==> src/rtl/nor_poll_pkg.sv <==
package nor_poll_pkg;

  localparam logic [7:0] OP_RD_ANY   = 8'h65;
  localparam logic [7:0] OP_CLR_SR   = 8'h30;
  localparam logic [7:0] OP_CLR_FAIL = 8'h82;
  localparam logic [7:0] OP_WR_DIS   = 8'h04;

  localparam int unsigned SB_WIP     = 0;
  localparam int unsigned SB_WEL     = 1;
  localparam int unsigned SB_ERS_ERR = 5;
  localparam int unsigned SB_PGM_ERR = 6;

  typedef enum logic [1:0] {CMD_NONE, CMD_STAT, CMD_CLR, CMD_WRDI} cmd_e;

  typedef enum logic [2:0] {
    S_IDLE, S_RD_REQ, S_RD_WAIT, S_CLR_REQ, S_CLR_WAIT, S_WRDI_REQ, S_WRDI_WAIT
  } state_e;

  typedef enum logic [1:0] {RES_NONE, RES_READY, RES_BUSY, RES_ERR} res_e;

endpackage

==> src/rtl/nor_poll_stat_dec.sv <==
module nor_poll_stat_dec
  import nor_poll_pkg::*;
(
  input  logic [7:0] stat_i,
  output logic       busy_o,
  output logic       fail_o
);
  assign busy_o = stat_i[SB_WIP];
  assign fail_o = stat_i[SB_ERS_ERR] | stat_i[SB_PGM_ERR];
endmodule

==> src/rtl/nor_poll_cmd_build.sv <==
module nor_poll_cmd_build
  import nor_poll_pkg::*;
#(
  parameter int N_DIE   = 4,
  parameter int ADDR_W  = 32,
  parameter int DUMMY_W = 5,
  parameter int AB_W    = 3,
  parameter int LEN_W   = 2,
  parameter int IDX_W   = 2
) (
  input  cmd_e                      cmd_i,
  input  logic [IDX_W-1:0]          die_idx_i,
  input  logic [N_DIE*ADDR_W-1:0]   die_base_i,
  input  logic                      octal_dtr_i,
  input  logic [AB_W-1:0]           mode_abytes_i,
  input  logic [AB_W-1:0]           full_abytes_i,
  input  logic [DUMMY_W-1:0]        dtr_dummy_i,
  input  logic                      clr_sel_i,
  output logic [7:0]                opcode_o,
  output logic [AB_W-1:0]           abytes_o,
  output logic [ADDR_W-1:0]         addr_o,
  output logic [DUMMY_W-1:0]        dummy_o,
  output logic [LEN_W-1:0]          len_o
);
  logic [ADDR_W-1:0] base_arr [N_DIE];

  for (genvar g = 0; g < N_DIE; g++) begin : g_base
    assign base_arr[g] = die_base_i[g*ADDR_W +: ADDR_W];
  end

  always_comb begin
    opcode_o = '0;
    abytes_o = '0;
    addr_o   = '0;
    dummy_o  = '0;
    len_o    = '0;
    unique case (cmd_i)
      CMD_STAT: begin
        opcode_o = OP_RD_ANY;
        addr_o   = base_arr[die_idx_i];  // status register sits at index 0
        if (octal_dtr_i) begin
          // 1-byte transfers are illegal in octal DTR: read 2, use byte 0
          abytes_o = full_abytes_i;
          dummy_o  = dtr_dummy_i;
          len_o    = LEN_W'(2);
        end else begin
          abytes_o = mode_abytes_i;
          len_o    = LEN_W'(1);
        end
      end
      CMD_CLR:  opcode_o = clr_sel_i ? OP_CLR_FAIL : OP_CLR_SR;
      CMD_WRDI: opcode_o = OP_WR_DIS;
      default:  ;
    endcase
  end
endmodule

==> src/rtl/nor_ready_poller.sv <==
module nor_ready_poller
  import nor_poll_pkg::*;
#(
  parameter int N_DIE   = 4,
  parameter int ADDR_W  = 32,
  parameter int DUMMY_W = 5,
  parameter int AB_W    = 3,
  parameter int LEN_W   = 2,
  parameter int DATA_W  = 16,
  localparam int IDX_W  = (N_DIE > 1) ? $clog2(N_DIE) : 1,
  localparam int CNT_W  = $clog2(N_DIE + 1)
) (
  input  logic                    clk_i,
  input  logic                    rst_ni,
  input  logic                    start_i,
  input  logic [CNT_W-1:0]        die_cnt_i,
  input  logic [N_DIE*ADDR_W-1:0] die_base_i,
  input  logic                    octal_dtr_i,
  input  logic [AB_W-1:0]         mode_abytes_i,
  input  logic [AB_W-1:0]         full_abytes_i,
  input  logic [DUMMY_W-1:0]      dtr_dummy_i,
  input  logic                    clr_sel_i,
  output logic                    req_valid_o,
  output logic [7:0]              req_opcode_o,
  output logic [AB_W-1:0]         req_abytes_o,
  output logic [ADDR_W-1:0]       req_addr_o,
  output logic [DUMMY_W-1:0]      req_dummy_o,
  output logic [LEN_W-1:0]        req_len_o,
  output logic [DATA_W-1:0]       req_wdata_o,
  input  logic                    rsp_done_i,
  input  logic                    rsp_err_i,
  input  logic [DATA_W-1:0]       rsp_rdata_i,
  output logic                    done_o,
  output logic                    ready_o,
  output logic                    busy_o,
  output logic                    error_o
);
  state_e           state_q, state_d;
  logic [IDX_W-1:0] die_idx_q, die_idx_d;
  res_e             res_d;
  cmd_e             cmd;
  logic             st_busy, st_fail, last_die;

  nor_poll_stat_dec u_dec (
    .stat_i (rsp_rdata_i[7:0]),
    .busy_o (st_busy),
    .fail_o (st_fail)
  );

  nor_poll_cmd_build #(
    .N_DIE(N_DIE), .ADDR_W(ADDR_W), .DUMMY_W(DUMMY_W),
    .AB_W(AB_W), .LEN_W(LEN_W), .IDX_W(IDX_W)
  ) u_cmd (
    .cmd_i         (cmd),
    .die_idx_i     (die_idx_q),
    .die_base_i    (die_base_i),
    .octal_dtr_i   (octal_dtr_i),
    .mode_abytes_i (mode_abytes_i),
    .full_abytes_i (full_abytes_i),
    .dtr_dummy_i   (dtr_dummy_i),
    .clr_sel_i     (clr_sel_i),
    .opcode_o      (req_opcode_o),
    .abytes_o      (req_abytes_o),
    .addr_o        (req_addr_o),
    .dummy_o       (req_dummy_o),
    .len_o         (req_len_o)
  );

  assign req_wdata_o = '0;
  assign req_valid_o = (state_q == S_RD_REQ) || (state_q == S_CLR_REQ) ||
                       (state_q == S_WRDI_REQ);
  assign last_die    = (CNT_W'(die_idx_q) + CNT_W'(1)) == die_cnt_i;

  always_comb begin
    unique case (state_q)
      S_RD_REQ,   S_RD_WAIT:   cmd = CMD_STAT;
      S_CLR_REQ,  S_CLR_WAIT:  cmd = CMD_CLR;
      S_WRDI_REQ, S_WRDI_WAIT: cmd = CMD_WRDI;
      default:                 cmd = CMD_NONE;
    endcase
  end

  always_comb begin
    state_d   = state_q;
    die_idx_d = die_idx_q;
    res_d     = RES_NONE;
    unique case (state_q)
      S_IDLE: if (start_i) begin
        die_idx_d = '0;
        if (die_cnt_i == '0) res_d   = RES_READY;
        else                 state_d = S_RD_REQ;
      end
      S_RD_REQ:  state_d = S_RD_WAIT;
      S_RD_WAIT: if (rsp_done_i) begin
        if (rsp_err_i) begin
          res_d = RES_ERR; state_d = S_IDLE;
        end else if (st_fail) begin
          state_d = S_CLR_REQ;  // failure outranks write-in-progress
        end else if (st_busy) begin
          res_d = RES_BUSY; state_d = S_IDLE;
        end else if (last_die) begin
          res_d = RES_READY; state_d = S_IDLE;
        end else begin
          die_idx_d = die_idx_q + IDX_W'(1);
          state_d   = S_RD_REQ;
        end
      end
      S_CLR_REQ:  state_d = S_CLR_WAIT;
      S_CLR_WAIT: if (rsp_done_i) begin
        if (rsp_err_i) begin
          res_d = RES_ERR; state_d = S_IDLE;
        end else begin
          state_d = S_WRDI_REQ;
        end
      end
      S_WRDI_REQ:  state_d = S_WRDI_WAIT;
      S_WRDI_WAIT: if (rsp_done_i) begin
        res_d = RES_ERR; state_d = S_IDLE;
      end
      default: state_d = S_IDLE;
    endcase
  end

  always_ff @(posedge clk_i or negedge rst_ni) begin
    if (!rst_ni) begin
      state_q   <= S_IDLE;
      die_idx_q <= '0;
      done_o    <= 1'b0;
      ready_o   <= 1'b0;
      busy_o    <= 1'b0;
      error_o   <= 1'b0;
    end else begin
      state_q   <= state_d;
      die_idx_q <= die_idx_d;
      done_o    <= res_d != RES_NONE;
      ready_o   <= res_d == RES_READY;
      busy_o    <= res_d == RES_BUSY;
      error_o   <= res_d == RES_ERR;
    end
  end

  // one result flag with done, none without
  p_one_flag_r9: assert property (@(posedge clk_i) disable iff (!rst_ni)
    done_o |-> $countones({ready_o, busy_o, error_o}) == 1);
  p_no_flag_idle_r9: assert property (@(posedge clk_i) disable iff (!rst_ni)
    !done_o |-> !(ready_o || busy_o || error_o));
  // requests are single-cycle pulses
  p_req_pulse_r11: assert property (@(posedge clk_i) disable iff (!rst_ni)
    req_valid_o |=> !req_valid_o);
  // octal status read shape follows the mode inputs
  p_octal_read_r2: assert property (@(posedge clk_i) disable iff (!rst_ni)
    (req_valid_o && req_opcode_o == OP_RD_ANY && octal_dtr_i) |->
      (req_len_o == LEN_W'(2) && req_dummy_o == dtr_dummy_i &&
       req_abytes_o == full_abytes_i));
  // ready from a read only once the last die was read
  p_ready_last_r5: assert property (@(posedge clk_i) disable iff (!rst_ni)
    (ready_o && $past(state_q) == S_RD_WAIT) |->
      (CNT_W'($past(die_idx_q)) + CNT_W'(1)) == die_cnt_i);
  // nothing further is issued after busy unless a new poll starts
  p_busy_stops_r4: assert property (@(posedge clk_i) disable iff (!rst_ni)
    (busy_o && !start_i) |=> !req_valid_o);
endmodule

==> config.mk <==
export PLATFORM = sky130hd
export DESIGN_NAME = nor_ready_poller
export DESIGN_NICKNAME = d
export VERILOG_FILES = /design/src/rtl/nor_poll_pkg.sv /design/src/rtl/nor_poll_stat_dec.sv /design/src/rtl/nor_poll_cmd_build.sv /design/src/rtl/nor_ready_poller.sv
export SDC_FILE = /design/constraint.sdc
export NUM_CORES = 1
export LEC_CHECK = 0
export ABC_AREA = 1
export BUFFER_PORTS_ARGS = -buffer_cell sky130_fd_sc_hd__buf_2
export CAP_MARGIN = 5
export CORE_AREA = 2 2 92 94
export DETAILED_ROUTE_END_ITERATION = 10
export DIE_AREA = 0 0 94 96
export GPL_TIMING_DRIVEN = 0
export PLACE_DENSITY = 0.67
export REMOVE_ABC_BUFFERS = 1
export SETUP_SLACK_MARGIN = 0.4
export SKIP_CTS_REPAIR_TIMING = 1
export SYNTH_ARGS = -nofsm -noshare
export SYNTH_HDL_FRONTEND = slang
export SYNTH_SLANG_ARGS = --single-unit
==> constraint.sdc <==
create_clock -name clk_i -period 1.35 [get_ports clk_i]
set_input_delay 0.27 -clock clk_i [delete_from_list [all_inputs] [get_ports clk_i]]
set_output_delay 0.27 -clock clk_i [all_outputs]
set_load 0.02 [all_outputs]
## After elaboration in Yosys (flattened, before gate mapping)

Cells that the tools add are included.

| operators by class | value |
|---|---|
| bitwise logic cells | 2 |
| reductions and logical operators | 11 |
| mux-type cells | 42 |
| magnitude comparators | 1 |
| add/subtract/negate cells | 2 |
| equality and inequality tests | 22 |

Operator list:

| operator | count |
|---|---|
| 32-bit 2-to-1 mux | 3 |
| 32-bit binary-select mux with 2-bit select | 1 |
| 2-bit 2-to-1 mux | 17 |
| 3-bit 2-to-1 mux | 8 |
| 8-bit case mux with 3 select lines | 1 |
| 3-bit case mux with 7 select lines | 1 |
| 2-bit != test (second input constant) | 9 |
| 5-bit 2-to-1 mux | 2 |
| 3-bit equality test (second input constant) | 3 |
| 2-bit equality test (second input constant) | 4 |
| 8-bit 2-to-1 mux | 1 |
| 2-bit case mux with 4 select lines | 1 |
| 7-bit AND reduction | 1 |
| 3-bit by 2-bit equality test with 1-bit output (second input constant) | 2 |
| 3-bit logical NOT | 2 |
| 2-bit case mux with 3 select lines | 1 |
| 2-bit OR reduction | 3 |
| 1-bit 2-to-1 mux | 5 |
| 5-bit AND reduction | 1 |
| 2-bit by 1-bit equality test with 1-bit output (second input constant) | 2 |
| 2-bit case mux with 2 select lines | 1 |
| 2-bit nonzero test | 2 |
| 2-bit by 1-bit adder with 3-bit output (second input constant) | 1 |
| 3-bit by 1-bit equality test with 1-bit output (second input constant) | 1 |
| 6 further kinds | 7 |

| storage, ports and cells | value |
|---|---|
| flip-flop bits (word level) | 9 |
| logic and storage cells | 86 |
| output and inout port bits | 71 |

## Depth between registers and ports, before layout

| depth | value |
|---|---|
| word-level depth | 9 |
| mapped depth | 11 |
| gate-level depth less buffers | 11 |

## By module

Synthesis repeated with hierarchy kept, for this count alone.

| unflattened totals | value |
|---|---|
| cell total of the unflattened synthesis | 526 |
| area total of the unflattened synthesis | 2,581.2 µm² |

Modules (own cells, without submodules):

| module | cells an instance | times used | area an instance (µm²) |
|---|---|---|---|
| nor_poll_cmd_build | 413 | 1 | 1,804.2 |
| nor_ready_poller | 109 | 1 | 758.2 |
| nor_poll_stat_dec | 4 | 1 | 18.8 |

## Worst setup path after synthesis

No wires, ideal clock.

| timing path | value |
|---|---|
| path kind | flip-flop to output port |
| from | register state_q[1] |
| to | output req_dummy_o[0] |
| data arrival time | 1,436 ps |
| path buffers | 3 |
| setup slack | -356 ps |
| stages on the path, launching flop included | 9 |
| cell sequence | dfrtp_1 -> buf_6 -> nand2_1 -> nand2_2 -> nor2_4 -> inv_2 -> buf_6 -> buf_6 -> nor2_1 |

| on the way | value |
|---|---|
| longest elaborated chain between the ends | 5 |
| elaborated cells on any way between the ends | 12 |
| classes of those cells | eq/ne (7); mux (2); reduce/logical (3) |

Ends and longest elaborated chain:

| item | RTL line | text |
|---|---|---|
| start: declaration | nor_ready_poller.sv:38 | `state_e state_q, state_d;` |
| start signal: assignment | nor_ready_poller.sv:133 | `state_q <= state_d;` |
| 3-bit equality test, or another cell as far along | nor_ready_poller.sv:75 | `unique case (state_q)` |
| 2-bit OR reduction | nor_ready_poller.sv:75 |  |
| 2-bit case mux with 3 select lines (*) | nor_ready_poller.sv:75 |  |
| 2-bit by 1-bit equality test with 1-bit output (*) | nor_poll_cmd_build.sv:37 | `unique case (cmd_i)` |
| 5-bit 2-to-1 mux (*) | nor_poll_cmd_build.sv:37 |  |
| end: declaration | nor_ready_poller.sv:27 | `output logic [DUMMY_W-1:0] req_dummy_o,` |

Every way passes the cells marked *; elsewhere a longest branch is shown, timed or not.

## Final worst setup path

| timing path | value |
|---|---|
| from | register state_q[1] |
| to | output req_addr_o[5] |

| on the way | value |
|---|---|
| longest elaborated chain between the ends | 5 |
| elaborated cells on any way between the ends | 12 |
| classes of those cells | eq/ne (7); mux (2); reduce/logical (3) |

Ends and longest elaborated chain:

| item | RTL line | text |
|---|---|---|
| 3-bit equality test, or another cell as far along | nor_ready_poller.sv:75 |  |
| 2-bit OR reduction | nor_ready_poller.sv:75 |  |
| 2-bit case mux with 3 select lines (*) | nor_ready_poller.sv:75 |  |
| 2-bit by 1-bit equality test with 1-bit output (*) | nor_poll_cmd_build.sv:37 |  |
| 32-bit 2-to-1 mux (*) | nor_poll_cmd_build.sv:37 |  |
| end: declaration | nor_ready_poller.sv:26 | `output logic [ADDR_W-1:0] req_addr_o,` |

Marked as above.

==> flow_metrics.tcl <==
set metrics [dict create \
    dieArea_mm2 0.00902 \
    synth_mux_area_frac 0 \
    grt_pass1_vias 2419 \
    grt_pass1_wl_um 11500 \
    ys_warn_count 0 \
    worstPathArrival_ns 1.59 \
    fmax_mhz 537 \
    synth-seq-cells 9 \
    die_y_um 96 \
    setup_ws_ns -0.512 \
    dp_hpwl_um 6320 \
    synthSimpleGateAreaFrac 0.381 \
    syn_area_mm2 0.00205 \
    crit_required_ns 1.08 \
    grt_overflow 0 \
    cts_buffers 3 \
    cp_top_family "flip-flops" \
    crit_chain "nand2_2 > nand2_2 > nor2_4 > buf_6 > inv_6 > a21oi_1 > buf_2" \
    drtAntennaViolNets 0 \
    end_kind "output pin" \
    root_buffer "clkbuf_8" \
    ys_types 26 \
    hold_depth 4 \
    antenna_found_initial 0 \
    pwr_density_cell_mw_per_mm2 2230 \
    worstPathMaxFanout 9 \
    crit_path_frequent_cell "nand2_2" \
    synth_top_area_cell "nor2_1" \
    tritoncts "built" \
    routed_wl_um 10800 \
    drt_pass1_iterations 4 \
    clk_latency_ns 0.24 \
    fin_crit_ns 1.86 \
    hold_viol_final 0 \
    cts.path.max_buffers 2 \
    vdd_drop_max_mv 1.07 \
    drv_slew 0 \
    core_mm2 0.00805 \
    synth_compound_area_frac 0.308 \
    start_kind "register" \
    rows 33 \
    rsz0062_at_grt "true" \
    remaining_drc_errors 0 \
    timing.rr.start "die_idx_q[0]$_DFFE_PN0P_" \
    dr_total_vias 3359 \
    crit_type "reg2out" \
    numPortBuffers 205 \
    grt_use_total 0.155 \
    setup_viol 55 \
    cts.sink_count 9 \
    synth_area_leaders "nor2_1 (27%), o21ai_0 (16%), dfrtp_1 (11%), buf_4 (8.8%), a21oi_2 (6.4%)" \
    timing.hold.worst.start "rsp_done_i" \
    min_to "state_q[2]$_DFFE_PN0P_" \
    first_iter_violations 109 \
    initial_core_util 0.254 \
    tns_ns -23.86 \
    vias_per_cell 4.74 \
    ios 236 \
    period_share 1.38 \
    synth_cells 390 \
    maxCapViolCount 0 \
    r2r_setup_slack_ns -0.40 \
    finalClockSkew_ns 0.00412 \
    reg2reg_to "busy_o$_DFF_PN0_" \
    cp_slowest_stage_delay_ns 0.47 \
    ys_seq_area_frac 0.110 \
    cts-htree-levels 1 \
    ff2ff_path_depth 11 \
    synth_top_family_by_area "simple AND/OR/NAND/NOR gates" \
    hold_ws_ns 0.393 \
    synth.avg_cell_area_um2 5.25 \
    routabilityCongestion 0.856 \
    status "finished with violations" \
    yosys.area_share.adder 0.00611 \
    holdCritPathClass "in2reg" \
    n_antenna_cell 0 \
    clk_pin_slew_ns 0.05 \
    final_nets 770 \
    dpl_worst_slack_ns -1.87 \
    post_drt_wl_per_cell_um 15.3 \
    violations "negative setup slack" \
    layout-drive-gt1-share 0.536 \
    fp.dieW_um 94 \
    grt_max_degree 65 \
    p_leak_uw 0.00203 \
    area_delta_synth_final_pct 92.7 \
    synthXorXnorAreaFrac 0.00855 \
    critPathBufInv 3 \
    cp_slowest_cell "dfrtp_2" \
    synth_top_cell_area_share 0.271 \
]
==> per-stage QoR <==
step	power, uW	instance area [um2]	util	std cells
floorplan	3840	1810	-	361
CTS	5930	3040	0.377	676
finish	8820	3950	0.490	708
global placement	5320	2970	0.369	671
detailed placement	5590	2990	0.372	672
global route	9370	3950	0.490	708
==> cell type report <==
| class | count | area, um2 |
|---|---|---|
| sequential | 9 | 235 |
| tap | 105 | 131 |
| clock buffer | 4 | 45.0 |
| timing repair buffer | 233 | 1630 |
| timing repair inverter | 5 | 66.3 |
| fill | 852 | 4100 |
| multi-input combinational | 330 | 1710 |
| inverter | 22 | 130 |
==> synthesized netlist by cell type, drive strengths merged <==
cell type	n
inv	22
a22o	3
buf	33
a211oi	1
nand4	2
o21ai	70
clkbuf	12
nor2	151
nand3	8
a21oi	37
a31oi	1
nor3	1
dfrtp	9
ha	1
nand2	36
xor2	2
conb	1
==> placed cells by master (no fill, tap or decap), types with 2 or more instances in the layout <==
cell type / netlist / layout
buf_6: 4 / 37
nor2_4: 1 / 6
xor2_1: 2 / 2
conb_1: 1 / 17
dfrtp_4: 0 / 2
buf_2: 5 / 153
o21ai_2: 0 / 10
clkinvlp_4: 0 / 2
buf_8: 0 / 2
inv_6: 0 / 2
nand4_1: 2 / 2
a22o_1: 3 / 3
o21ai_1: 6 / 48
clkbuf_8: 0 / 3
a21oi_1: 22 / 11
inv_1: 17 / 14
dfrtp_2: 0 / 2
nand3_1: 7 / 7
nand2_1: 35 / 29
buf_12: 0 / 3
buf_4: 24 / 33
clkinv_16: 0 / 2
a21oi_4: 0 / 2
clkbuf_16: 0 / 3
nand2_2: 1 / 7
a21oi_2: 15 / 24
inv_2: 5 / 3
dfrtp_1: 9 / 5
nor2_1: 148 / 124
nor2_2: 2 / 21
o21ai_0: 64 / 12
inv_4: 0 / 2
==> logic make-up after synthesis <==
logic type | after synthesis
AO/OA/AOI/OAI | 112
XOR/XNOR | 2
adder cells (fa/ha/maj) | 1
buffers and inverters | 67
flip-flops | 9
other | 1
AND/OR/NAND/NOR | 198
==> routing by layer <==
metal	up-vias	global-route usage	routed length [um]
li1	1655	-	-
met1	1531	0.199	4330
met2	166	0.276	5390
met3	7	0.0337	1040
met4	0	0.0181	78
met5	-	0	0
==> worst min-delay path, stage by stage <==
cell and delay [ns]:
buf_2 0.09, inv_1 0.06, nand3_1 0.09, o21ai_1 0.07
==> state kept, by name, summed over array words and instances, names as in the netlist <==
name / cells
busy_o: 1
die_idx_q: 2
done_o: 1
error_o: 1
ready_o: 1
state_q: 3
==> power by group <==
group          switching, uW  internal [uW]  total [uW]  leakage [uW]
Clock                    113            206         320     0.0000228
Combinational           4650           3300        7950       0.00189
Sequential               174            376         550      0.000115
==> worst max path at each step <==
stage | start | to | slack [ns] | depth (start not counted)
global route | state_q[1]$_DFFE_PN0P_ | req_abytes_o[2] | -0.57 | 8
global placement | die_idx_q[0]$_DFFE_PN0P_ | req_addr_o[27] | -2.49 | 4
CTS | die_idx_q[1]$_DFFE_PN0P_ | req_addr_o[13] | -2.11 | 5
detailed placement | die_idx_q[1]$_DFFE_PN0P_ | req_addr_o[13] | -1.87 | 5
floorplan | die_idx_q[0]$_DFFE_PN0P_ | req_addr_o[30] | -1.36 | 3
finish | state_q[1]$_DFFE_PN0P_ | req_addr_o[5] | -0.51 | 7
Note: power is estimated with default switching activity, not from simulation.
